[src/rtl/bht_pkg.sv]
package bht_pkg;

  typedef enum logic [2:0] {
    EVC_SEQ    = 3'd0,
    EVC_PRED   = 3'd1,
    EVC_PAIR   = 3'd2,
    EVC_DIRECT = 3'd3,
    EVC_ISYNC  = 3'd4,
    EVC_REGBR  = 3'd5,
    EVC_TRAP   = 3'd6,
    EVC_RETURN = 3'd7
  } ev_class_e;

  typedef enum logic [2:0] {
    MT_NONE     = 3'd0,
    MT_DIRECT   = 3'd1,
    MT_INDIRECT = 3'd2,
    MT_HIST_IND = 3'd3,
    MT_RES_FULL = 3'd4
  } msg_type_e;

  localparam int TYPE_W = 3;

endpackage

[src/rtl/bht_classify.sv]
module bht_classify
  import bht_pkg::*;
(
  input  logic [2:0] cls_i,
  input  logic       taken_i,
  input  logic [1:0] pair_i,
  input  logic       mode_hist_i,
  output logic [1:0] app_n_o,
  output logic [1:0] app_bits_o,
  output logic       ind_take_o,
  output logic       dir_take_o
);

  ev_class_e cls;
  assign cls = ev_class_e'(cls_i);

  always_comb begin
    app_n_o    = 2'd0;
    app_bits_o = 2'b00;
    ind_take_o = 1'b0;
    dir_take_o = 1'b0;
    case (cls)
      EVC_PRED: begin
        if (mode_hist_i) begin
          app_n_o    = 2'd1;
          app_bits_o = {1'b0, taken_i};
        end
      end
      EVC_PAIR: begin
        if (mode_hist_i) begin
          app_n_o    = 2'd2;
          app_bits_o = pair_i;
        end
      end
      EVC_DIRECT: begin
        dir_take_o = taken_i;
        if (mode_hist_i) begin
          app_n_o    = 2'd1;
          app_bits_o = {1'b0, taken_i};
        end
      end
      EVC_ISYNC: begin
        dir_take_o = 1'b1;
        if (mode_hist_i) begin
          app_n_o    = 2'd1;
          app_bits_o = 2'b01;
        end
      end
      EVC_REGBR,
      EVC_TRAP:   ind_take_o = taken_i;
      EVC_RETURN: ind_take_o = 1'b1;
      default: ;
    endcase
  end

endmodule

[src/rtl/bht_history.sv]
module bht_history #(
  parameter int HIST_W = 32
) (
  input  logic              clk,
  input  logic              rst,
  input  logic              clr_i,
  input  logic              restart_i,
  input  logic              app_i,
  input  logic [1:0]        app_n_i,
  input  logic [1:0]        app_bits_i,
  output logic [HIST_W-1:0] hist_o,
  output logic              over_o
);

  localparam logic [HIST_W-1:0] STOP = {{(HIST_W-1){1'b0}}, 1'b1};

  logic [HIST_W-1:0] hist_q;
  logic [HIST_W-1:0] shifted;
  logic [HIST_W-1:0] fresh;

  always_comb begin
    over_o = 1'b0;
    if (app_n_i == 2'd1) over_o = hist_q[HIST_W-1];
    else if (app_n_i == 2'd2) over_o = |hist_q[HIST_W-1:HIST_W-2];
  end

  always_comb begin
    shifted = hist_q;
    fresh   = STOP;
    if (app_n_i == 2'd1) begin
      shifted = {hist_q[HIST_W-2:0], app_bits_i[0]};
      fresh   = {{(HIST_W-2){1'b0}}, 1'b1, app_bits_i[0]};
    end else if (app_n_i == 2'd2) begin
      shifted = {hist_q[HIST_W-3:0], app_bits_i};
      fresh   = {{(HIST_W-3){1'b0}}, 1'b1, app_bits_i};
    end
  end

  always_ff @(posedge clk) begin
    if (rst) begin
      hist_q <= STOP;
    end else if (clr_i) begin
      hist_q <= STOP;
    end else if (restart_i) begin
      hist_q <= fresh;
    end else if (app_i) begin
      hist_q <= shifted;
    end
  end

  assign hist_o = hist_q;

  AST_STOP_PRESENT: assert property (@(posedge clk) disable iff (rst)
    hist_q != '0);

  AST_APPEND_FITS: assert property (@(posedge clk) disable iff (rst)
    (app_i && !clr_i && !restart_i) |-> !over_o);

endmodule

[src/rtl/bht_icount.sv]
module bht_icount #(
  parameter int CNT_W = 8
) (
  input  logic             clk,
  input  logic             rst,
  input  logic             inc_i,
  input  logic             clr_i,
  input  logic             set_one_i,
  output logic [CNT_W-1:0] cnt_o,
  output logic             full_o
);

  localparam logic [CNT_W-1:0] CMAX = {CNT_W{1'b1}};
  localparam logic [CNT_W-1:0] ONE  = {{(CNT_W-1){1'b0}}, 1'b1};

  logic [CNT_W-1:0] cnt_q;

  always_ff @(posedge clk) begin
    if (rst) begin
      cnt_q <= '0;
    end else if (clr_i) begin
      cnt_q <= '0;
    end else if (set_one_i) begin
      cnt_q <= ONE;
    end else if (inc_i && cnt_q != CMAX) begin
      cnt_q <= cnt_q + ONE;
    end
  end

  assign cnt_o  = cnt_q;
  assign full_o = (cnt_q == CMAX);

  AST_NO_OVERFLOW: assert property (@(posedge clk) disable iff (rst)
    (full_o && inc_i) |-> 1'b0);

endmodule

[src/rtl/bht_msg_reg.sv]
module bht_msg_reg #(
  parameter int DATA_W = 75
) (
  input  logic              clk,
  input  logic              rst,
  input  logic              load_i,
  input  logic [DATA_W-1:0] data_i,
  input  logic              ready_i,
  output logic              valid_o,
  output logic [DATA_W-1:0] data_o
);

  logic              valid_q;
  logic [DATA_W-1:0] data_q;

  always_ff @(posedge clk) begin
    if (rst) begin
      valid_q <= 1'b0;
      data_q  <= '0;
    end else if (load_i && !valid_q) begin
      valid_q <= 1'b1;
      data_q  <= data_i;
    end else if (valid_q && ready_i) begin
      valid_q <= 1'b0;
    end
  end

  assign valid_o = valid_q;
  assign data_o  = data_q;

  AST_MSG_HOLD: assert property (@(posedge clk) disable iff (rst)
    (valid_q && !ready_i) |=> (valid_q && $stable(data_q)));

  AST_NO_LOAD_PENDING: assert property (@(posedge clk) disable iff (rst)
    load_i |-> !valid_q);

endmodule

[src/rtl/bht_trace_encoder.sv]
module bht_trace_encoder
  import bht_pkg::*;
#(
  parameter int HIST_W = 32,
  parameter int CNT_W  = 8,
  parameter int ADDR_W = 32,
  localparam int DATA_W = TYPE_W + CNT_W + HIST_W + ADDR_W
) (
  input  logic              clk,
  input  logic              rst,
  input  logic              mode_hist,
  input  logic              ev_valid,
  input  logic [2:0]        ev_class,
  input  logic              ev_taken,
  input  logic [1:0]        ev_pair,
  input  logic [ADDR_W-1:0] ev_target,
  output logic              busy,
  output logic              msg_valid,
  input  logic              msg_ready,
  output logic [DATA_W-1:0] msg_data
);

  logic [1:0]        app_n;
  logic [1:0]        app_bits;
  logic              ind_take;
  logic              dir_take;
  logic [HIST_W-1:0] hist;
  logic              hist_over;
  logic [CNT_W-1:0]  cnt;
  logic              cnt_full;
  logic              accept;
  logic              msg_now;
  logic              spill;
  logic              load;
  msg_type_e         mtype;
  logic [ADDR_W-1:0] mtarget;

  bht_classify u_classify (
    .cls_i       (ev_class),
    .taken_i     (ev_taken),
    .pair_i      (ev_pair),
    .mode_hist_i (mode_hist),
    .app_n_o     (app_n),
    .app_bits_o  (app_bits),
    .ind_take_o  (ind_take),
    .dir_take_o  (dir_take)
  );

  assign busy    = msg_valid;
  assign accept  = ev_valid && !busy;
  assign msg_now = ind_take || (dir_take && !mode_hist);
  assign spill   = !msg_now && (cnt_full || hist_over);
  assign load    = accept && (msg_now || spill);

  always_comb begin
    mtype   = MT_RES_FULL;
    mtarget = '0;
    if (ind_take) begin
      mtype   = mode_hist ? MT_HIST_IND : MT_INDIRECT;
      mtarget = ev_target;
    end else if (msg_now) begin
      mtype   = MT_DIRECT;
      mtarget = ev_target;
    end
  end

  bht_history #(.HIST_W(HIST_W)) u_history (
    .clk        (clk),
    .rst        (rst),
    .clr_i      (accept && msg_now),
    .restart_i  (accept && spill),
    .app_i      (accept && !msg_now && !spill && (app_n != 2'd0)),
    .app_n_i    (app_n),
    .app_bits_i (app_bits),
    .hist_o     (hist),
    .over_o     (hist_over)
  );

  bht_icount #(.CNT_W(CNT_W)) u_icount (
    .clk       (clk),
    .rst       (rst),
    .inc_i     (accept && !msg_now && !spill),
    .clr_i     (accept && msg_now),
    .set_one_i (accept && spill),
    .cnt_o     (cnt),
    .full_o    (cnt_full)
  );

  bht_msg_reg #(.DATA_W(DATA_W)) u_msg (
    .clk     (clk),
    .rst     (rst),
    .load_i  (load),
    .data_i  ({mtype, cnt, hist, mtarget}),
    .ready_i (msg_ready),
    .valid_o (msg_valid),
    .data_o  (msg_data)
  );

  AST_BUSY_FREEZE: assert property (@(posedge clk) disable iff (rst)
    busy |=> ($stable(cnt) && $stable(hist)));

  AST_RF_NO_TARGET: assert property (@(posedge clk) disable iff (rst)
    (msg_valid && msg_data[DATA_W-1 -: TYPE_W] == MT_RES_FULL)
      |-> (msg_data[ADDR_W-1:0] == '0));

  AST_CNT_AFTER_MSG: assert property (@(posedge clk) disable iff (rst)
    $rose(msg_valid) |-> (cnt <= CNT_W'(1)));

  AST_TRAD_NO_HIST: assert property (@(posedge clk) disable iff (rst)
    (accept && !mode_hist) |=> $stable(hist) || (hist == HIST_W'(1)));

endmodule

[config.mk]
export PLATFORM = sky130hd
export DESIGN_NAME = bht_trace_encoder
export DESIGN_NICKNAME = d
export VERILOG_FILES = /design/src/rtl/bht_pkg.sv /design/src/rtl/bht_classify.sv /design/src/rtl/bht_history.sv /design/src/rtl/bht_icount.sv /design/src/rtl/bht_msg_reg.sv /design/src/rtl/bht_trace_encoder.sv
export SDC_FILE = /design/constraint.sdc
export NUM_CORES = 1
export LEC_CHECK = 0
export BUFFER_PORTS_ARGS = -buffer_cell sky130_fd_sc_hd__buf_2
export CAP_MARGIN = 20
export CELL_PAD_IN_SITES_DETAIL_PLACEMENT = 1
export CELL_PAD_IN_SITES_GLOBAL_PLACEMENT = 2
export CORE_UTILIZATION = 31
export CTS_CLUSTER_DIAMETER = 50
export DETAILED_ROUTE_END_ITERATION = 6
export PLACE_DENSITY_LB_ADDON = 0.2
export SLEW_MARGIN = 20
export SYNTH_ARGS = -nofsm -noshare
export SYNTH_HDL_FRONTEND = slang
export SYNTH_SLANG_ARGS = --single-unit
[constraint.sdc]
create_clock -name clk -period 3.6 [get_ports clk]
set_input_delay 1.08 -clock clk [delete_from_list [all_inputs] [get_ports clk]]
set_output_delay 1.08 -clock clk [all_outputs]
set_load 0.02 [all_outputs]
==> impl_metrics.csv, run 1 <==
group,metric,value,unit
grt,track_usage,0.166,
drt,route.detailed.drc,0,
floorplan,ioPinCount,120,
critical_path,r2r-start,"u_msg.valid_o$_SDFFE_PP0P_",
synth,yosysUniqueCellTypes,49,
drt,wl,12000,um
synth,synth_cells,485,
critical_path,cp_cell_sequence,"buf_2 > nor4b_1 > inv_1 > ha_2 > nor2_1 > o22a_2 > buf_4 > and3_2 > buf_4 > nor2_1 > a211oi_2",
sta,grt_setup_unrepaired,"no",
final_layout,final_cell_area,0.00603,mm^2
floorplan,coreArea,0.0145,mm^2
synth,synth-seq-cells,116,
floorplan,die_h,124,um
cts,cts_tree,"yes",
power_and_ir_drop,power_density,529,mW/mm^2
run_status,outcome,"finished, final reports clean",
cts,cts_resized,0,
hold_path,min_path_type,"flop to flop",
final_layout,layout.nets,654,
placed_design,port_buffers,119,
critical_path,crit_end,"u_history.hist_o[21]$_SDFFE_PP0P_",
cts,clockBufferDepth,2,
power_and_ir_drop,max-vdd-ir-drop,0.328,mV
sta,maxSlewHeadroom,0.519,
sta,fin_crit_sh,0.848,
sta,fin_skew,8.10,ps
cts,cts_max_level,4,
critical_path,cp-startpoint,"ev_class[0]",
synth,avgSynthCellArea,9.54,um^2
critical_path,worst_setup_path_start_kind,"primary input",
critical_path,slowest_delay,440,ps
critical_path,critPathArrivalTime,3390,ps
cts,cts_setup_buffers,0,
floorplan,rows,44,
cts,clk_pin_slew,50,ps
sta,drv_slew,0,
critical_path,crit_path_max_fanout,12,
synth,yosys_warnings,0,
drt,firstDrtPassIters,4,
flow_run,max-cap-violations,0,
grt,grt_max_degree,43,
synth,synth_fp_nets,532,
cts,root_buffer,"clkbuf_16",
critical_path,critPathBufInv,4,
critical_path,cp_slowest_cell,"nor4b_1",
critical_path,critPathKind,"primary input to flop",
sta,worst_pin_slew,720,ps
placed_design,gp_congestion,0.847,
floorplan,die_x,124,um
cts,cts_sinks,116,
floorplan,start_util,0.318,
grt,grt_pass1_wl,19200,um
sta,period_needed,3050,ps
critical_path,r2r_cells,6,
synth,ys.flop_type,"dfxtp_1",
critical_path,path_delay_family,"simple AND/OR/NAND/NOR gates",
synth,yosysSeqAreaShare,0.502,
synth,synth.area.top_cells,"dfxtp_1 50%, nand2_1 7.2%, a22o_1 6.2%",
grt,first_global_vias,3910,
synth,yosysTopAreaCell,"dfxtp_1",
synth,syn_area,0.00463,mm^2
power_and_ir_drop,p_total,3.19,mW
critical_path,crit_cells,11,
final_layout,final_util,0.415,
power_and_ir_drop,p_leak,2.46,nW
critical_path,rrSetupSlack,1510,ps
synth,yosysMostFrequentCell,"dfxtp_1",
synth,synthArstFlopShare,0,
critical_path,reg2reg_to,"u_history.hist_o[21]$_SDFFE_PP0P_",
drt,ant_nets,0,
synth,synth_edf_count,0,
final_layout,synthToLayoutAreaGrowth,30.3,%
drt,via_count,3894,
sta,setup_ws,546,ps
drt,via_per_inst,4.86,
synth,synth_common_cells,"116 x dfxtp_1, 89 x nand2_1, 46 x a21oi_1, 41 x nor2_1, 33 x a22o_1",
grt,antenna_found_initial,1,
critical_path,crit_required,3930,ps
placed_design,place_hpwl,8460,um
grt,gr-total-overflow,0,
sta,max_freq,327,MHz
final_layout,drive_above_1_share,0.335,
critical_path,cp-end-kind,"flop",
placed_design,place_area,0.00545,mm^2
floorplan,die_area,0.0154,mm^2
cts,numCtsBuffers,17,
sta,setup_viol,0,
synth,synth_top_area_frac,0.502,
sta,final_hold_viol_count,0,
cts,clk_latency,420,ps
cts,cts.hold.buffers_added,0,
drt,drt_iter0_drc,106,
drt,wire_per_inst,15.0,um
placed_design,place_ws,96.4,ps
worst min-delay path by stage:
stage / start / to / slack (ps) / cells after the start
2_1_floorplan: u_history.hist_o[1]$_SDFFE_PP0P_ / u_msg.data_o[33]$_SDFFE_PP0P_ / 440 / 2
3_3_place_gp: u_msg.data_o[48]$_SDFFE_PP0P_ / u_msg.data_o[48]$_SDFFE_PP0P_ / 440 / 2
3_5_place_dp: u_msg.data_o[45]$_SDFFE_PP0P_ / u_msg.data_o[45]$_SDFFE_PP0P_ / 450 / 2
4_1_cts: u_msg.data_o[39]$_SDFFE_PP0P_ / u_msg.data_o[39]$_SDFFE_PP0P_ / 460 / 2
5_1_grt: u_msg.data_o[44]$_SDFFE_PP0P_ / u_msg.data_o[44]$_SDFFE_PP0P_ / 470 / 2
6_report: u_msg.data_o[39]$_SDFFE_PP0P_ / u_msg.data_o[39]$_SDFFE_PP0P_ / 450 / 2
worst register-to-register path, stage by stage (launching register included):
cell and delay, ps:
dfxtp_1 320, nand2b_1 340, nor3_4 430, and3_2 420, buf_4 250, nor2_1 70, a211oi_2 190
cells in the final DEF (no fill, tap or decap), types with 5 or more instances in the layout:
| cell type | Yosys | routed |
|---|---|---|
| buf_2 | 19 | 119 |
| dfxtp_1 | 116 | 116 |
| nand2_1 | 89 | 89 |
| a21oi_1 | 46 | 46 |
| nor2_1 | 41 | 41 |
| a22o_1 | 33 | 33 |
| mux2i_1 | 20 | 20 |
| clkbuf_16 | 0 | 17 |
| buf_4 | 6 | 17 |
| a211oi_2 | 13 | 13 |
| a22oi_1 | 13 | 13 |
| mux2_2 | 12 | 12 |
| nand3_1 | 5 | 5 |
| a211oi_1 | 5 | 5 |
logic make-up after synthesis:
logic type / after synthesis / share of synthesized area
AND/OR/NAND/NOR: 159 / 0.151
AO/OA/AOI/OAI: 128 / 0.207
flip-flops: 116 / 0.502
buffers and inverters: 41 / 0.0465
multiplexers: 32 / 0.0725
XOR/XNOR: 5 / 0.00947
adder cells (fa/ha/maj): 4 / 0.0108
state kept, by name, summed over array words and instances, names as in the netlist:
| register | cells |
|---|---|
| u_history.hist_o | 32 |
| u_icount.cnt_o | 8 |
| u_msg.data_o | 75 |
| u_msg.valid_o | 1 |
where the power goes:
| part | internal [mW] | leakage [nW] | switching, mW |
|---|---|---|---|
| registers | 1.31 | 0.938 | 0.0158 |
| clock network | 1.07 | 0.282 | 0.546 |
| logic | 0.0883 | 1.24 | 0.152 |
final cells by class:
cell class / count / area [um^2]
multi-input combinational: 328 / 2110
clock buffer: 24 / 492
tap: 184 / 230
sequential: 116 / 2320
clock inverter: 5 / 75.1
fill: 1725 / 8500
inverter: 5 / 18.8
antenna: 1 / 2.50
timing repair buffer: 139 / 778
through the flow:
stage | cells | TNS, ps | hold slack, ps
finish | 802 | 0 | 454
global route | 801 | 0 | 474
CTS | 800 | 0 | 457
detailed placement | 771 | 0 | 446
global placement | 771 | -4110 | 442
floorplan | 485 | 0 | 445
layer usage:
layer / up-vias / track usage / part of all wire
li1: 1949 / - / -
met1: 1845 / 0.183 / 0.44
met5: - / 0 / 0
met2: 86 / 0.286 / 0.49
met4: 0 / 0.0640 / 0.013
met3: 14 / 0.0646 / 0.061
No activity file was read; power rests on OpenSTA's default activity.
==> run 2: changes to the inputs <==
--- a/config.mk
+++ b/config.mk
@@ -9,7 +9,7 @@
 export CAP_MARGIN = 20
 export CELL_PAD_IN_SITES_DETAIL_PLACEMENT = 1
 export CELL_PAD_IN_SITES_GLOBAL_PLACEMENT = 2
-export CORE_UTILIZATION = 31
+export CORE_UTILIZATION = 28
 export CTS_CLUSTER_DIAMETER = 50
 export DETAILED_ROUTE_END_ITERATION = 6
 export PLACE_DENSITY_LB_ADDON = 0.2
==> constraint.sdc (replaced) <==
create_clock -name clk -period 2.8 [get_ports clk]
set_input_delay 0.84 -clock clk [delete_from_list [all_inputs] [get_ports clk]]
set_output_delay 0.84 -clock clk [all_outputs]
set_load 0.02 [all_outputs]
==> run 2 against run 1 <==
Compared with the run above:
- clock skew about the same
- sequential cell count unchanged
- clock power up 42%
- sequential power up 29%
- first-iteration DRC count down 5.7%
- critical endpoint is now u_msg.data_o[70]$_SDFFE_PP0P_
- hold slack about the same
- highest routed layer unchanged
- combinational power up 42%
- largest power group unchanged
- utilization down 2.0 points
==> impl_metrics.csv, run 2 (synthesis gave the netlist of run 1 again) <==
group,metric,value,unit
cts,cts_sinks,116,
drt,ant_nets,0,
cts,clockBufferDepth,2,
critical_path,reg2reg_to,"u_msg.data_o[14]$_SDFFE_PP0P_",
sta,fin_skew,7.72,ps
final_layout,layout.nets,669,
cts,clk_pin_slew,50,ps
sta,drv_slew,0,
grt,track_usage,0.149,
critical_path,worst_setup_path_start_kind,"primary input",
critical_path,r2r_cells,7,
critical_path,cp-end-kind,"flop",
placed_design,place_ws,-213,ps
cts,cts_resized,0,
grt,grt_pass1_wl,19500,um
run_status,outcome,"finished, final reports clean",
drt,via_count,3989,
final_layout,synthToLayoutAreaGrowth,36.5,%
sta,fin_crit_sh,0.925,
floorplan,ioPinCount,120,
cts,numCtsBuffers,17,
cts,cts_max_level,4,
critical_path,critPathKind,"primary input to flop",
floorplan,rows,46,
critical_path,cp-startpoint,"ev_class[0]",
cts,clk_latency,410,ps
final_layout,nFillCells,1867,
placed_design,place_hpwl,8900,um
final_layout,layoutNonFillerInstCount,850,
sta,final_hold_viol_count,0,
grt,gr-total-overflow,0,
sta,grt_setup_unrepaired,"no",
final_layout,antenna_cells,0,
hold_path,holdCritStartpoint,"u_msg.data_o[45]$_SDFFE_PP0P_",
final_layout,layout_commonest_cell,"buf_2",
drt,firstDrtPassIters,4,
critical_path,r2r-start,"u_icount.cnt_o[0]$_SDFFE_PP0P_",
floorplan,die_h,131,um
hold_path,worstHoldPathCells,2,
final_layout,drive_above_1_share,0.358,
floorplan,start_util,0.289,
cts,cts.hold.buffers_added,0,
sta,period_needed,2590,ps
cts,cts_tree,"yes",
power_and_ir_drop,p_total,4.35,mW
grt,grt_max_degree,39,
floorplan,coreArea,0.0160,mm^2
critical_path,crit_end,"u_msg.data_o[70]$_SDFFE_PP0P_",
sta,setup_viol,0,
cts,cts_setup_buffers,0,
sta,max_freq,386,MHz
final_layout,final_util,0.395,
placed_design,dp_cells,819,
hold_path,min_path_type,"flop to flop",
drt,route.detailed.drc,0,
sta,setup_ws,209,ps
drt,drt_iter0_drc,100,
grt,first_global_vias,3992,
final_layout,largest_reg_flops,75,
critical_path,crit_required,3140,ps
grt,antenna_found_initial,0,
floorplan,die_area,0.0170,mm^2
sta,worst_pin_slew,430,ps
floorplan,die_x,131,um
flow_run,max-cap-violations,0,
cts,root_buffer,"clkbuf_16",
placed_design,gp_congestion,0.839,
placed_design,port_buffers,119,
critical_path,crit_path_max_fanout,17,
drt,wl,12400,um
drt,wire_per_inst,14.6,um
power_and_ir_drop,max-vdd-ir-drop,0.420,mV
final_layout,layout.cells.most_common_list,"119 x buf_2, 116 x dfxtp_1, 89 x nand2_1",
drt,via_per_inst,4.69,
critical_path,rrSetupSlack,870,ps
critical_path,critPathArrivalTime,2930,ps
power_and_ir_drop,p_leak,2.58,nW
sta,maxSlewHeadroom,0.713,
power_and_ir_drop,power_density,689,mW/mm^2
==> run 2: cell count changes in the layout (fill, tap and decap cells not counted), sizes merged <==
cell	previous run	this run
clkinvlp	0	1
bufinv	2	4
buf	139	154
clkinv	3	4
clkbuf	24	22
diode	1	0
==> run 2: layout make-up <==
class | instances | area [um^2] | share of cell area
repair buffers | 154 | 946 | 0.150
multi-input cells | 328 | 2130 | 0.338
inverters | 5 | 18.8 | 0.00297
clock buffers | 22 | 474 | 0.0751
well taps | 216 | 270 | 0.0428
flip-flops and latches | 116 | 2320 | 0.368
clock inverters | 9 | 151 | 0.0240
==> run 2: worst min path at each step <==
| stage | end | slack (ps) |
|---|---|---|
| after floorplan | u_msg.data_o[33]$_SDFFE_PP0P_ | 440 |
| after global placement | u_msg.data_o[74]$_SDFFE_PP0P_ | 440 |
| after detailed placement | u_msg.data_o[41]$_SDFFE_PP0P_ | 450 |
| after CTS | u_msg.data_o[41]$_SDFFE_PP0P_ | 460 |
| after global routing | u_msg.data_o[40]$_SDFFE_PP0P_ | 470 |
| final | u_msg.data_o[45]$_SDFFE_PP0P_ | 450 |
==> run 2: power breakdown <==
| group | switching [mW] | internal, mW |
|---|---|---|
| logic | 0.204 | 0.138 |
| clock network | 0.749 | 1.55 |
| registers | 0.0209 | 1.69 |
| total | 0.973 | 3.38 |
==> run 2: worst max-delay path, cell delays in order <==
cell and delay, ps:
buf_2 150, nor2b_1 210, o21a_1 190, ha_2 230, inv_2 50, a21oi_1 190
o22a_2 280, a21o_1 280, buf_4 280, nand2_1 80, a21oi_1 140
==> run 2: metrics by stage <==
stage	cell area, um^2	hold slack [ps]	setup TNS [ps]
floorplan	4690	445	-90.1
global route	6310	475	0
CTS	6310	457	0
global placement	5690	443	-8730
finish	6310	453	0
detailed placement	5690	450	-15160
==> run 2: routing by layer <==
layer | GRT usage | routed length (um) | vias to the layer above
met5 | 0 | 0 | -
met4 | 0.0629 | 182 | 0
met3 | 0.0423 | 649 | 14
met2 | 0.256 | 5790 | 102
met1 | 0.175 | 5800 | 1898
li1 | - | - | 1975
